`src/rtl/banked_file_pkg.sv`:
```
package banked_file_pkg;
  typedef enum logic [1:0] {
    RG_NULL = 2'd0,
    RG_SFR  = 2'd1,
    RG_PTR  = 2'd2,
    RG_RAM  = 2'd3
  } region_t;
endpackage

```
`src/rtl/bfile_addr_map.sv`:
```
module bfile_addr_map
  import banked_file_pkg::*;
#(
  parameter int NUM_BANKS  = 4,
  parameter int HALF_WORDS = 16,
  parameter int GPR_FIRST  = 8,
  parameter int PTR_LOC    = 4,
  localparam int OFF_W  = $clog2(HALF_WORDS),
  localparam int FA_W   = OFF_W + 1,
  localparam int BANK_W = $clog2(NUM_BANKS),
  localparam int EA_W   = FA_W + BANK_W,
  localparam int SHARED_GPR = HALF_WORDS - GPR_FIRST,
  localparam int RAM_DEPTH  = SHARED_GPR + NUM_BANKS * HALF_WORDS,
  localparam int RI_W   = $clog2(RAM_DEPTH)
) (
  input  logic [FA_W-1:0] f_addr,
  input  logic [EA_W-1:0] ptr_q,
  output logic [EA_W-1:0] ea,
  output logic            indirect,
  output region_t         region,
  output logic [RI_W-1:0] ram_idx
);
  function automatic logic [EA_W-1:0] form_ea(input logic [FA_W-1:0] fa,
                                               input logic [EA_W-1:0] p);
    if (fa == '0) return p;
    return {p[EA_W-1 -: BANK_W], fa};
  endfunction

  function automatic region_t classify(input logic [EA_W-1:0] a);
    logic [OFF_W-1:0] off;
    off = a[OFF_W-1:0];
    if (a[OFF_W]) return RG_RAM;
    if (off == '0) return RG_NULL;
    if (off == OFF_W'(PTR_LOC)) return RG_PTR;
    if (int'(off) < GPR_FIRST) return RG_SFR;
    return RG_RAM;
  endfunction

  function automatic logic [RI_W-1:0] ram_index(input logic [EA_W-1:0] a);
    logic [OFF_W-1:0] off;
    off = a[OFF_W-1:0];
    if (a[OFF_W])
      return RI_W'(SHARED_GPR) + RI_W'({a[EA_W-1 -: BANK_W], off});
    return RI_W'(off) - RI_W'(GPR_FIRST);
  endfunction

  always_comb begin
    indirect = (f_addr == '0);
    ea       = form_ea(f_addr, ptr_q);
    region   = classify(ea);
    ram_idx  = ram_index(ea);
  end
endmodule

```
`src/rtl/bfile_ptr_reg.sv`:
```
module bfile_ptr_reg #(
  parameter int EA_W = 7
) (
  input  logic            clk,
  input  logic            rst_n,
  input  logic            load,
  input  logic [EA_W-1:0] d,
  output logic [EA_W-1:0] q
);
  always_ff @(posedge clk or negedge rst_n) begin
    if (!rst_n)    q <= '0;
    else if (load) q <= d;
  end
endmodule

```
`src/rtl/bfile_ram.sv`:
```
module bfile_ram #(
  parameter int DW    = 8,
  parameter int DEPTH = 72,
  localparam int RI_W = $clog2(DEPTH)
) (
  input  logic            clk,
  input  logic            we,
  input  logic [RI_W-1:0] idx,
  input  logic [DW-1:0]   wdata,
  output logic [DW-1:0]   rdata
);
  logic [DW-1:0] mem [DEPTH];

  always_ff @(posedge clk) begin
    if (we) mem[idx] <= wdata;
  end

  assign rdata = mem[idx];
endmodule

```
`src/rtl/banked_file.sv`:
```
module banked_file
  import banked_file_pkg::*;
#(
  parameter int DW         = 8,
  parameter int NUM_BANKS  = 4,
  parameter int HALF_WORDS = 16,
  parameter int GPR_FIRST  = 8,
  parameter int PTR_LOC    = 4,
  localparam int OFF_W  = $clog2(HALF_WORDS),
  localparam int FA_W   = OFF_W + 1,
  localparam int BANK_W = $clog2(NUM_BANKS),
  localparam int EA_W   = FA_W + BANK_W,
  localparam int SI_W   = $clog2(GPR_FIRST),
  localparam int RAM_DEPTH = (HALF_WORDS - GPR_FIRST) + NUM_BANKS * HALF_WORDS,
  localparam int RI_W   = $clog2(RAM_DEPTH)
) (
  input  logic            clk,
  input  logic            rst_n,
  input  logic [FA_W-1:0] f_addr,
  input  logic            wr_en,
  input  logic [DW-1:0]   wr_data,
  output logic [DW-1:0]   rd_data,
  output logic            sfr_sel,
  output logic [SI_W-1:0] sfr_idx
);
  logic [EA_W-1:0] ea;
  logic [EA_W-1:0] ptr_q;
  logic            indirect;
  region_t         region;
  logic [RI_W-1:0] ram_idx;
  logic [DW-1:0]   ram_rdata;

  // Named events for the checker
  logic hit_ram, hit_ptr, indf_null;
  logic wr_ram, wr_ptr;

  bfile_addr_map #(
    .NUM_BANKS(NUM_BANKS), .HALF_WORDS(HALF_WORDS),
    .GPR_FIRST(GPR_FIRST), .PTR_LOC(PTR_LOC)
  ) u_map (
    .f_addr(f_addr), .ptr_q(ptr_q), .ea(ea),
    .indirect(indirect), .region(region), .ram_idx(ram_idx)
  );

  assign hit_ram   = (region == RG_RAM);
  assign hit_ptr   = (region == RG_PTR);
  assign indf_null = (region == RG_NULL);
  assign sfr_sel   = (region == RG_SFR);
  assign sfr_idx   = ea[SI_W-1:0];
  assign wr_ram    = wr_en && hit_ram;
  assign wr_ptr    = wr_en && hit_ptr;

  bfile_ptr_reg #(.EA_W(EA_W)) u_ptr (
    .clk(clk), .rst_n(rst_n), .load(wr_ptr),
    .d(wr_data[EA_W-1:0]), .q(ptr_q)
  );

  bfile_ram #(.DW(DW), .DEPTH(RAM_DEPTH)) u_ram (
    .clk(clk), .we(wr_ram), .idx(ram_idx),
    .wdata(wr_data), .rdata(ram_rdata)
  );

  function automatic logic [DW-1:0] ptr_view(input logic [EA_W-1:0] p);
    logic [DW-1:0] v;
    v = '1;
    v[EA_W-1:0] = p;
    return v;
  endfunction

  always_comb begin
    unique case (region)
      RG_RAM:  rd_data = ram_rdata;
      RG_PTR:  rd_data = ptr_view(ptr_q);
      default: rd_data = '0;
    endcase
  end
endmodule

```
`config.mk`:
```
export PLATFORM = sky130hd
export DESIGN_NAME = banked_file
export DESIGN_NICKNAME = d
export VERILOG_FILES = /design/src/rtl/banked_file_pkg.sv /design/src/rtl/bfile_addr_map.sv /design/src/rtl/bfile_ptr_reg.sv /design/src/rtl/bfile_ram.sv /design/src/rtl/banked_file.sv
export SDC_FILE = /design/constraint.sdc
export NUM_CORES = 1
export LEC_CHECK = 0
export BUFFER_PORTS_ARGS = -buffer_cell sky130_fd_sc_hd__clkbuf_2
export CELL_PAD_IN_SITES_DETAIL_PLACEMENT = 0
export CELL_PAD_IN_SITES_GLOBAL_PLACEMENT = 1
export CORE_ASPECT_RATIO = 1.5
export CORE_MARGIN = 5
export CORE_UTILIZATION = 54
export CTS_BUF_LIST = sky130_fd_sc_hd__clkbuf_16
export DETAILED_ROUTE_END_ITERATION = 16
export GPL_TIMING_DRIVEN = 0
export HOLD_SLACK_MARGIN = 0.05
export PLACE_DENSITY = 0.82
export SETUP_SLACK_MARGIN = 0.5
export SLEW_MARGIN = 20
export SYNTH_ARGS = -nofsm -noshare
export SYNTH_HDL_FRONTEND = slang
export SYNTH_SLANG_ARGS = --single-unit
export TNS_END_PERCENT = 30
```
`constraint.sdc`:
```
create_clock -name clk -period 3.54 [get_ports clk]
set_clock_uncertainty 0.05 [all_clocks]
set_input_delay 0.177 -clock clk [delete_from_list [all_inputs] [get_ports clk]]
set_output_delay 0.177 -clock clk [all_outputs]
set_load 0.005 [all_outputs]
```
* Yosys cells after proc, flatten, opt, wreduce, memory -nomap -nowiden *
Memories as Yosys holds them, arrays and structs flattened.
Cells that the tools add are included.

word-level totals
  RAM bits = 576
  memories = 1
  flip-flop bits (word level) = 7

cells by class
  mux-type cells = 26
  reductions and logical operators = 4
  equality and inequality tests = 4
  add/subtract/negate cells = 2
  $lt $le $gt $ge = 1

memory list
  name       words  width  read ports  clocked after memory_dff  write ports  line             RTL
  u_ram.mem  72     8      1           0                         1            bfile_ram.sv:12  logic [DW-1:0] mem [DEPTH];

operators by type and width
  cell                   count
  $mux W7                4
  $mux W2                8
  $pmux W8 S2            1
  $mux W1                13
  $add A4 B6 Y7 const A  1
  $logic_not A5 Y1       1
  $sub A4 B4 Y5 const B  1
  $eq A2 B2 Y1 const B   2
  $eq A4 B3 Y1 const B   1
  $logic_not A4 Y1       1
  $lt A4 B4 Y1 const B   1
  $eq A2 B1 Y1 const B   1
  $logic_and A1 B1 Y1    2

* Longest topological paths before layout *
  depth in word-level cells = 19
  mapped depth = 13
  mapped depth without buffers = 11

* Hierarchy *
A second synthesis with hierarchy kept.

unflattened totals
  cell total of the unflattened synthesis = 1307
  area, all modules = 23443.7 µm²

modules (own cells, without submodules)
  module          cells an instance  instances  area each (µm²)
  bfile_ram       1235               1          22753.1
  bfile_ptr_reg   15                 1          291.5
  bfile_addr_map  35                 1          235.2
  banked_file     22                 1          163.9

* Least setup slack after synthesis *
No wires, ideal clock.

  kind = flip-flop to flip-flop
  start = reg u_ptr.q[2]
  end = mem u_ram.mem[64][0] (enable)
  slack = 0.678 ns
  clock period less this slack = 2.862 ns
  library setup time = 0.371 ns
  arrival = 2.441 ns
  cell stages (with the launch flop) = 11
  cells stage by stage = dfrtp_1 -> nor2b_1 -> a21oi_4 -> clkinv_4 -> buf_6 -> buf_2 -> buf_2 -> buf_2 -> nor2_1 -> nand4_1 -> nor2_1

on the way
  word-level cells in the longest chain between the ends = 15
  elaborated cells between the ends (all ways) = 29
  those cells by class = add/sub (2); order compare (1); eq/ne (2); mux (22); reduce/logical (2)

RTL lines
  element                        line                  RTL
  from (decl)                    bfile_ptr_reg.sv:8    output logic [EA_W-1:0] q
  from (signal assigned)         bfile_ptr_reg.sv:11   if (!rst_n) q <= '0;
  from (signal assigned)         bfile_ptr_reg.sv:12   else if (load) q <= d;
  $mux W7 *                      bfile_addr_map.sv:25  if (fa == '0) return p;
  $mux W7 *                      bfile_addr_map.sv:26  return {p[EA_W-1 -: BANK_W], fa};
  via ea[2]                      banked_file.sv:26     logic [EA_W-1:0] ea;
  $lt A4 B4 Y1                   bfile_addr_map.sv:35  if (int'(off) < GPR_FIRST) return RG_SFR;
  $mux W1 (2 in a row)           bfile_addr_map.sv:35
  $mux W1                        bfile_addr_map.sv:34  if (off == OFF_W'(PTR_LOC)) return RG_PTR;
  $mux W1                        bfile_addr_map.sv:33  if (off == '0) return RG_NULL;
  $mux W2                        bfile_addr_map.sv:36  return RG_RAM;
  $mux W2                        bfile_addr_map.sv:35
  $mux W2                        bfile_addr_map.sv:34
  $mux W2                        bfile_addr_map.sv:33
  $eq A2 B2 Y1                   banked_file.sv:45     assign hit_ram = (region == RG_RAM);
  $logic_and A1 B1 Y1            banked_file.sv:50     assign wr_ram = wr_en && hit_ram;
  $mux W1                        bfile_ram.sv:15       if (we) mem[idx] <= wdata;
  $mux W1 (not written as such)  bfile_ram.sv:15
  to (decl)                      bfile_ram.sv:12

Mark *: on every way through the listed nets, which the timed path passes. The rest lies on a longest branch. The select of a mux whose other input is x is not followed.

* Worst setup path after layout *
  start = reg u_ptr.q[1]
  end = out rd_data[2]

on the way
  word-level cells in the longest chain between the ends = 13
  elaborated cells between the ends (all ways) = 29
  those cells by class = add/sub (2); order compare (1); eq/ne (3); mux (21); reduce/logical (1); memory (1)

RTL lines
  element                                                  line                  RTL
  $mux W7 *                                                bfile_addr_map.sv:25
  $mux W7 *                                                bfile_addr_map.sv:26
  branches (longest 10 deep; another with $mem_v2 Z72 W8)  -
  $pmux W8 S2 *                                            banked_file.sv:71     unique case (region)
  to (decl)                                                banked_file.sv:22     output logic [DW-1:0] rd_data,

Every way passes the cells marked *. The select of a mux whose other input is x is not followed.

==> metrics.log <==
[metrics] Die X: ~180 µm
[metrics] clock transition time at the flip-flop clock pins of the worst setup and hold paths: 70 ps
[metrics] unrepaired setup endpoints after global routing: yes
[metrics] list of cells traversed by the critical path: nor2b_4 > a21oi_4 > buf_12 > inv_12 > buf_16 > buf_16 > nand2_1 > nand3_1 > a21oi_2 > o31ai_2 > a41oi_2 > o41ai_4 > buf_2
[metrics] CP peak stage delay: 510 ps
[metrics] list of most frequent post-synthesis cells: edfxtp_1 (576), nand2_1 (278), mux2i_1 (99)
[metrics] fraction of post-synthesis cell area in the top cell type by area: roughly 74%
[metrics] relative slew slack: 36.25%
[metrics] number of synthesized register bits: 583
[metrics] number of warnings issued by yosys: 0
[metrics] Critical Path Most Common Cell: buf_16
[metrics] leakage power summed over all cells: between 9 and 10 nW
[metrics] worst path required time: 3310 ps
[metrics] TritonCTS clock tree: built
[metrics] Top delay family on crit path: compound AO/OA/AOI/OAI gates
[metrics] class of the tightest hold or removal check: in -> reg
[metrics] number of buffers created by CTS: 51
[metrics] total clock sinks: 583
[metrics] via density per instance: 6.738
[metrics] highest metal layer with signal wires: met4
[metrics] number of DRC markers after the initial detailed-route iteration: ~2500
[metrics] net count after synthesis: 1542
[metrics] most instantiated flip-flop cell in the synthesis netlist: edfxtp_1
[metrics] final setup TNS: -745.6 ps
[metrics] Synth-to-Final Area Change: 23.73%
[metrics] Worst Path Arrival: 3450 ps
[metrics] post-route worst setup slack: -138.1 ps
[metrics] leading area contributor after synthesis: edfxtp_1
[metrics] antenna violations before repair: 0
[metrics] layout cells sized above 1: 30.28%
[metrics] number of antenna repair diodes: 0
[metrics] count leader, synth: edfxtp_1
[metrics] Routed met3 length: 8.808 mm
[metrics] maximum fanout along the worst path: 8
[metrics] number of slew-limit violations in the final report: 0
[metrics] number of global-route vias before repair: 15057
[metrics] post-route cell area: 0.02892 mm²
[metrics] Syn Std Cell Area: 0.02337 mm²
[metrics] Final Hold Slack: 80.89 ps
[metrics] Detail Route Antenna Nets: 0
[metrics] global placement routability congestion: 1.015
[metrics] slowest cell on the critical path: o41ai_4
[metrics] top post-synthesis cells by area: edfxtp_1 (74%), nand2_1 (4.5%), mux2i_1 (4.2%), mux4_2 (3.9%), a21oi_1 (1.9%)
[metrics] number of enable flip-flop cells after synthesis: between 500 and 600
[metrics] Die Area: 0.04762 mm²
[metrics] number of optimization iterations in the first detailed-route pass: 6
[metrics] CP Class: reg -> out
[metrics] routed wire length: roughly 80 mm
[metrics] height of the chip: between 200 and 300 µm
[metrics] Peak supply drop: 431.6 µV
[metrics] status: finished with violations
[metrics] total via count in the routed design: around 16000
[metrics] Max-cap violations: 0
[metrics] Unique masters post-synth: 55
[metrics] final hold violation count: 0
[metrics] PnR Total Power: 14.75 mW
[metrics] failing checks: negative setup slack
[metrics] Overall Global Routing Usage: 33.02%
[metrics] number of cells after detailed placement: between 2000 and 2500
[metrics] sort of element at the start of the critical path: register
[metrics] Setup violations, final: 8
[metrics] Core ar.: 0.04294 mm²
[metrics] DRC errors left: 0
[metrics] post-placement cell area: 0.02432 mm²
[metrics] pin count of the biggest net entering global routing: 74
[metrics] met1 wire length: 25.51 mm
[metrics] Cell Count, Final, Fillers Out: about 2300
[metrics] total congestion overflow: 0
[metrics] final core area utilization: 67.34%
[metrics] fin crit period: 3678 ps
[metrics] Setup crit end kind: output pin
[metrics] buffer and inverter count on the worst path: 5
[metrics] Tightest Pin Transition: 948.9 ps
[metrics] post-synthesis average cell area: approximately 15 µm²
[metrics] count of H-tree levels built during CTS: 2
[metrics] pre-CTS worst setup slack: -1591 ps
[metrics] Final period util: 103.9%
[metrics] first-pass GRT wire length: 111.0 mm
[metrics] met2 wire length: 38.30 mm
[metrics] number of rows in the core area: 93
[metrics] half-perimeter wire length after detailed placement: ~50 mm
[metrics] count of mapped cells out of synthesis: 1525
[metrics] cell at the root of the clock tree: clkbuf_16
[metrics] share of the yosys chip area belonging to registers: 74.77%
[metrics] Pwr per Cell Area: 510.0 mW/mm²
[metrics] number of nets in the layout: around 1700
[metrics] Boundary Pins: 28
[metrics] Initial Utilization: 54.42%
[metrics] Skew-Pair Late Insertion Delay: 590 ps
[metrics] PortBufs: 26
[metrics] Highest Clock Rate: 0.2719 GHz
[metrics] maximum root-to-sink buffer count: 3
[metrics] fraction of registers with async set or reset after synthesis: 1.201%
[metrics] wire per inst: between 30 and 40 µm
-- registers in the layout, indices dropped and copies added, names as in the netlist --
name	cells
u_ptr.q	7
u_ram.mem	576
-- logic make-up (layout without fill, tap and decap cells) --
kind of cell,Yosys count,after routing,synth area share (%)
AOI/OAI and AO/OA,210,210,5.799
xor gates and xnor gates,1,1,0.03749
adders and majority gates,1,1,0.05353
buffers and inverters,87,296,1.997
DFF,583,583,74.77
muxes,146,146,8.433
and+or+nand+nor,497,497,8.915
-- worst register-to-register path: stages (launching register included) --
cell	delay (ps)
dfrtp_2	430
a31oi_4	120
buf_4	210
nor3_1	780
nand3_2	530
nor2_2	620
-- metal layers --
layer	vias to the layer above	global-route usage [%]
met3	357	6.328
met4	0	23.43
met2	1260	53.78
li1	6212	-
met1	7695	39.80
met5	-	0
-- worst paths after layout --
kind,to,depth (start not counted),slack (ps),start
max in group asynchronous,u_ptr.q[3],3,2390,rst_n
max,rd_data[2],13,-140,u_ptr.q[1]
min in group asynchronous,u_ptr.q[4],3,640,rst_n
max reg2reg,u_ram.mem[68][6],5,430,u_ptr.q[3]
min,u_ram.mem[50][4],1,80,wr_data[4]
min reg2reg,u_ptr.q[4],1,570,u_ptr.q[4]
-- cell type report --
cell class / count / area [µm²]
clock buffer: 52 / 1301
buffer: 83 / 1136
multi-input combinational: 855 / 6815
clock inverter: 43 / 331.6
tap: 570 / 713.2
inverter: 4 / 68.82
sequential: 583 / 17470
timing repair buffer: 114 / 1075
fill: 2814 / 14020
-- timing repair --
| action | CTS | global route |
|---|---|---|
| pin swaps | 42 | 25 |
| buffers inserted | 62 | 12 |
| hold endpoints to repair | 7 | 0 |
| hold buffers | 2 | 0 |
| cloned | 4 | 3 |
| setup endpoints to repair | 595 | 348 |
| gates resized for setup | 458 | 88 |
-- power breakdown --
part	total, mW	switching, mW	leakage (nW)	internal [mW]
Clock	5.50	2.53	0.819	2.98
Sequential	7.67	0.0397	5.27	7.63
Combinational	1.58	1.04	3.52	0.540
-- placed cells by master, fill, tap and decap left out, types with 12 or more instances in the layout --
cell       synthesis  final
nor2_2             1     20
nand2_2            3     12
nor2_1            90     12
a21oi_1           89     67
buf_12             0     25
mux4_2            40     40
buf_4             15     74
clkinv_1           0     14
a21oi_2            0     18
nor2_4             0     59
nand2_1          278    261
nand3_1           84     79
mux2i_1           99     95
clkbuf_2           0     17
clkbuf_16          0     57
buf_6              4     15
edfxtp_1         576    576
clkbuf_4           0     16
clkbuf_8           0     12
No activity file was read; power rests on OpenSTA's default activity.
